$ cat src/rtl/fgm_pkg.sv
package fgm_pkg;
    typedef enum logic [2:0] {
        ST_IDLE,
        ST_GATE,
        ST_LOAD,
        ST_CLEAR,
        ST_REST
    } fgm_state_t;
endpackage

$ cat src/rtl/fgm_gate_ctrl.sv
module fgm_gate_ctrl
    import fgm_pkg::*;
(
    input  logic clk,
    input  logic rst_n,
    input  logic tick,
    output logic gate,
    output logic load,
    output logic clr
);
    fgm_state_t state_q, state_d;

    always_ff @(posedge clk) begin
        if (!rst_n) state_q <= ST_IDLE;
        else        state_q <= state_d;
    end

    always_comb begin
        state_d = state_q;
        unique case (state_q)
            ST_IDLE:  if (tick) state_d = ST_GATE;
            ST_GATE:  if (tick) state_d = ST_LOAD;
            ST_LOAD:  state_d = ST_CLEAR;
            ST_CLEAR: state_d = ST_REST;
            ST_REST:  if (tick) state_d = ST_GATE;
            default:  state_d = ST_IDLE;
        endcase
    end

    always_comb begin
        gate = 1'b0;
        load = 1'b0;
        clr  = 1'b0;
        unique case (state_q)
            ST_GATE:  gate = 1'b1;
            ST_LOAD:  load = 1'b1;
            ST_CLEAR: clr  = 1'b1;
            default: ;
        endcase
    end

    assert_load_one_cycle_R3: assert property (@(posedge clk) disable iff (!rst_n)
        load |=> !load);
    assert_load_after_gate_R3: assert property (@(posedge clk) disable iff (!rst_n)
        $rose(load) |-> $past(gate));
    assert_clear_follows_load_R4: assert property (@(posedge clk) disable iff (!rst_n)
        load |=> (clr && !gate));
    assert_clear_released_R4: assert property (@(posedge clk) disable iff (!rst_n)
        clr |=> (!clr && !gate));
    assert_phases_exclusive_R2: assert property (@(posedge clk) disable iff (!rst_n)
        $onehot0({gate, load, clr}));
endmodule

$ cat src/rtl/fgm_edge_sync.sv
module fgm_edge_sync #(
    parameter int STAGES = 2
) (
    input  logic clk,
    input  logic rst_n,
    input  logic din,
    output logic rise
);
    logic [STAGES-1:0] sync_q;
    logic              prev_q;

    always_ff @(posedge clk) begin
        if (!rst_n) begin
            sync_q <= '0;
            prev_q <= 1'b0;
        end else begin
            sync_q <= {sync_q[STAGES-2:0], din};
            prev_q <= sync_q[STAGES-1];
        end
    end

    assign rise = sync_q[STAGES-1] & ~prev_q;

    assert_rise_single_R10: assert property (@(posedge clk) disable iff (!rst_n)
        rise |=> !rise);
endmodule

$ cat src/rtl/fgm_bcd_digit.sv
module fgm_bcd_digit (
    input  logic       clk,
    input  logic       rst_n,
    input  logic       clr,
    input  logic       cin,
    output logic [3:0] digit,
    output logic       cout
);
    localparam logic [3:0] TOP = 4'd9;

    assign cout = cin && (digit == TOP);

    always_ff @(posedge clk) begin
        if (!rst_n)       digit <= '0;
        else if (clr)     digit <= '0;
        else if (cin)     digit <= (digit == TOP) ? 4'd0 : digit + 4'd1;
    end

    assert_digit_range_R8: assert property (@(posedge clk) disable iff (!rst_n)
        digit <= TOP);
    assert_carry_single_R8: assert property (@(posedge clk) disable iff (!rst_n)
        cout |=> (!cout && digit == 4'd0));
endmodule

$ cat src/rtl/freq_gate_meter.sv
module freq_gate_meter #(
    parameter int DIGITS      = 8,
    parameter int SYNC_STAGES = 2
) (
    input  logic                  clk,
    input  logic                  rst_n,
    input  logic                  sig_in,
    input  logic                  tick_1hz,
    output logic                  gate_en,
    output logic                  load_strobe,
    output logic                  clear_cnt,
    output logic [4*DIGITS-1:0]   result
);
    localparam int W = 4 * DIGITS;
    localparam logic [W-1:0] ALL_NINES = {DIGITS{4'h9}};

    logic          rise;
    logic          all_nine;
    logic [DIGITS:0] carry;
    logic [W-1:0]  count;

    fgm_gate_ctrl u_ctrl (
        .clk   (clk),
        .rst_n (rst_n),
        .tick  (tick_1hz),
        .gate  (gate_en),
        .load  (load_strobe),
        .clr   (clear_cnt)
    );

    fgm_edge_sync #(.STAGES(SYNC_STAGES)) u_sync (
        .clk   (clk),
        .rst_n (rst_n),
        .din   (sig_in),
        .rise  (rise)
    );

    assign all_nine = (count == ALL_NINES);
    assign carry[0] = rise & gate_en & ~all_nine;

    for (genvar i = 0; i < DIGITS; i++) begin : g_digit
        fgm_bcd_digit u_dig (
            .clk   (clk),
            .rst_n (rst_n),
            .clr   (clear_cnt),
            .cin   (carry[i]),
            .digit (count[4*i +: 4]),
            .cout  (carry[i+1])
        );
    end

    always_ff @(posedge clk) begin
        if (!rst_n)           result <= '0;
        else if (load_strobe) result <= count;
    end

    assert_no_count_closed_R5: assert property (@(posedge clk) disable iff (!rst_n)
        (!gate_en && !clear_cnt) |=> $stable(count));
    assert_hold_between_loads_R7: assert property (@(posedge clk) disable iff (!rst_n)
        !load_strobe |=> $stable(result));
    assert_saturate_R9: assert property (@(posedge clk) disable iff (!rst_n)
        (all_nine && !clear_cnt) |=> (count == ALL_NINES));
    assert_no_overflow_R9: assert property (@(posedge clk) disable iff (!rst_n)
        !carry[DIGITS]);
endmodule

$ cat config.mk
export PLATFORM = sky130hd
export DESIGN_NAME = freq_gate_meter
export DESIGN_NICKNAME = d
export VERILOG_FILES = /design/src/rtl/fgm_pkg.sv /design/src/rtl/fgm_gate_ctrl.sv /design/src/rtl/fgm_edge_sync.sv /design/src/rtl/fgm_bcd_digit.sv /design/src/rtl/freq_gate_meter.sv
export SDC_FILE = /design/constraint.sdc
export NUM_CORES = 1
export LEC_CHECK = 0
export BUFFER_PORTS_ARGS = -buffer_cell sky130_fd_sc_hd__buf_2
export CAP_MARGIN = 20
export CELL_PAD_IN_SITES_DETAIL_PLACEMENT = 1
export CELL_PAD_IN_SITES_GLOBAL_PLACEMENT = 1
export CORE_AREA = 2 2 92 94
export CTS_BUF_LIST = sky130_fd_sc_hd__clkbuf_2
export CTS_CLUSTER_DIAMETER = 50
export DETAILED_ROUTE_END_ITERATION = 12
export DIE_AREA = 0 0 94 96
export GPL_TIMING_DRIVEN = 0
export HOLD_SLACK_MARGIN = 0.08
export PLACE_DENSITY = 0.87
export SLEW_MARGIN = 25
export SYNTH_ARGS = -nofsm -noshare
export SYNTH_HDL_FRONTEND = slang
export SYNTH_SLANG_ARGS = --single-unit
export TNS_END_PERCENT = 1
$ cat constraint.sdc
create_clock -name clk -period 1.6 [get_ports clk]
set_input_delay 0.08 -clock clk [delete_from_list [all_inputs] [get_ports clk]]
set_output_delay 0.08 -clock clk [all_outputs]
set_load 0.1 [all_outputs]
==> metrics.cfg <==
[sta]
drv_slew = 0
max_freq_mhz = 552
setup_viol = 32
clock_skew_ps = 30.5
hold_viol_final = 0
min_period_ps = 1810
worst_pin_slew_ps = 545
slew_headroom_pct = 63.7
finalCritPeriodShare_pct = 113
worst_slack_ps = -212
rsz0062_at_grt = true

[placed_design]
dp_hpwl_um = 5630
dpl.cell_count = 510
place_area_um2 = 3530
port_buffers = 38
finalWeightedCongestion = 0.801

[worst_setup_path]
startpoint = g_digit[1].u_dig.digit[2]
reg2reg_to = g_digit[3].u_dig.digit[0]
worstSetupStartpointType = register
r2r_cells = 7
cp_data_arrival_time_ps = 2320
required_ps = 2110
endpoint_kind = register
r2r_start = g_digit[1].u_dig.digit[2]
rrSetupSlack_ps = -210
crit_fanout = 8
path_class = register to register

[routing]
post_drt_wl_per_cell_um = 19.7
drtAntennaViolNets = 0
wirelength_um = 11000
first_pass_iters = 4
avgViaCountPerCell = 5.55
drtIter0Drc = 126
drc = 0
vias = 3088

[floorplan]
dieArea_um2 = 9020
die_w_um = 94
core_um2 = 8050
initial_core_util_pct = 39.6
rows = 33
ios = 39
die_y_um = 96

[synth]
ys_ff_latch = 70
netlist_area_um2 = 3190
synth-compound-area-share_pct = 14.8
async_flop_share_pct = 0
syn_avg_cell_area_um2 = 8.68
synth-xor-area-share_pct = 4.40
yosysSeqAreaShare_pct = 44.0
syn-num-nets = 371
synth_mux_area_share_pct = 3.14
ys_warn_count = 0
netlist_instances = 367
yosysMostFrequentCell = nand2_1
synth_top_family_by_area = simple AND/OR/NAND/NOR gates
synthSimpleGateAreaFrac_pct = 29.4
synthTopCellsByCount = nand2_1 (75), dfxtp_1 (70), a21boi_0 (28)
yosys_most_used_dff = dfxtp_1
synthAdderAreaFrac_pct = 0
synth-edff-count = 0
synth_top_area_share_pct = 44.0
synth_cell_type_count = 52
yosysTopAreaCell = dfxtp_1
synth.area.top_cells = dfxtp_1 (44%), nand2_1 (8.8%), a21boi_0 (6.6%), xnor2_1 (3.3%), mux2i_1 (3.1%)

[min_path]
hold_end = u_sync.sync_q[0]
hp-class = input pin to register
min_from = sig_in
worstHoldPathCells = 3

[power]
ir_drop_v = 0.000504
p_leak_uw = 0.00169
power.total_uw = 3030
powerDensity_nw_per_um2 = 700

[final_layout]
final_cell_area_um2 = 4320
syn_to_final_growth_pct = 35.7
num_antenna_cells = 0
final_cells = 556
drive_above_1_share_pct = 37.3
filler_cell_count = 933
final_nets = 451

[grt]
grt_pass1_wl_um = 17000
first_global_vias = 3167
antenna_found_initial = 0
grt.total_usage_pct = 24.9
gr-total-overflow = 0
grt_max_degree = 12

[cts]
clockBufferDepth = 2
cts_sinks = 70
cts_made_buffers = 9
path_clk_slew_ps = 210
clockRootBuffer = clkbuf_2
worstSkewPairLatency_ps = 580
cts_tree = done
htreeDepth = 3

[job]
cap_violations = 0

[status]
status = finished with violations
failed_checks = negative setup slack

-- worst max-delay path, cell delays in order (launching register included) --
cell      delay (ps)
dfxtp_4          390
and4bb_4         380
buf_12           120
nand3_4          170
o211ai_4         290
buf_4            150
nor2_1            40
o21ai_1          200
-- per-layer routing --
metal | share of wire (%) | GRT usage [%]
met1 | 40 | 27.8
met2 | 53 | 45.0
met3 | 4.8 | 4.39
met4 | 2.7 | 13.4
met5 | 0 | 0
-- placed cells by master (no fill, tap or decap), types with 3 or more instances in the layout --
cell type      count
and2_1             5
nor3_2             3
mux2i_1           10
inv_1             13
nand4_1            3
dfxtp_2           21
nand2_1           74
buf_6              9
a21boi_0          28
a21oi_1           11
and4bb_4           6
nor3_1             3
xor2_1             4
nor2b_1            5
clkbuf_1           6
buf_2             36
a21boi_1           4
clkbuf_2          13
dfxtp_1           39
nand4_4            3
nand3_1           11
buf_4             23
a31oi_1            3
dfxtp_4           10
nor4_4             4
xnor2_1           11
dlygate4sd3_1      3
o21ai_0            3
o211ai_1           3
nor2_1            23
buf_12             4
-- cell families (layout without fill, tap and decap cells) --
family,after synthesis,count (layout)
compound gates,67,67
simple gates,170,170
buf+inv,34,118
flops,70,70
mux,10,10
xor+xnor,16,16
-- worst max-delay path by stage --
stage,to,slack [ps]
after floorplan,g_digit[3].u_dig.digit[0],-760
after global routing,g_digit[3].u_dig.digit[0],-240
after detailed placement,g_digit[0].u_dig.digit[0],-510
after global placement,g_digit[6].u_dig.digit[1],-450
final,g_digit[3].u_dig.digit[0],-210
after CTS,g_digit[6].u_dig.digit[3],-100
-- what timing repair did --
| item | in CTS | in global routing |
|---|---|---|
| gates resized for setup | 102 | 26 |
| setup buffers | 25 | 6 |
| endpoints found under the hold margin | 11 | 0 |
| hold buffers | 4 | 0 |
| setup endpoints to repair | 65 | 54 |
| pin swaps | 17 | 17 |
| gates cloned | 0 | 0 |
-- power breakdown --
group / internal, uW / switching, uW / leakage, uW / total, uW
combinational: 83.3 / 158 / 0.00104 / 241
sequential: 1740 / 12.3 / 0.000583 / 1750
clock: 348 / 683 / 0.0000652 / 1030
total: 2170 / 853 / 0.00169 / 3030
-- registers in the layout, indices dropped and copies added (netlist names) --
name                 count
g_digit.u_dig.digit     32
result                  32
u_ctrl.state_q           3
u_sync.sync_q            2
u_sync.prev_q            1
-- through the flow --
stage               TNS (ps)  utilization [%]  worst slack, ps  hold slack, ps
floorplan             -25910                -             -759             207
global placement       -9470             43.8             -446             289
detailed placement    -13510             43.8             -508             320
CTS                    -1270             52.4             -100             311
global route           -6130             53.7             -245             291
finish                 -3450             53.7             -212             283
-- final cells by class --
class	instances	area (um^2)	area share, %
Multi-Input combinational cell	263	1900	44.0
Timing Repair Buffer	73	549	12.7
Clock inverter	5	51.3	1.19
Tap cell	105	131	3.04
Sequential cell	70	1470	33.9
Clock buffer	10	50.0	1.16
Inverter	15	63.8	1.48
Buffer	15	109	2.52
Note: power is estimated with default switching activity, not from simulation.
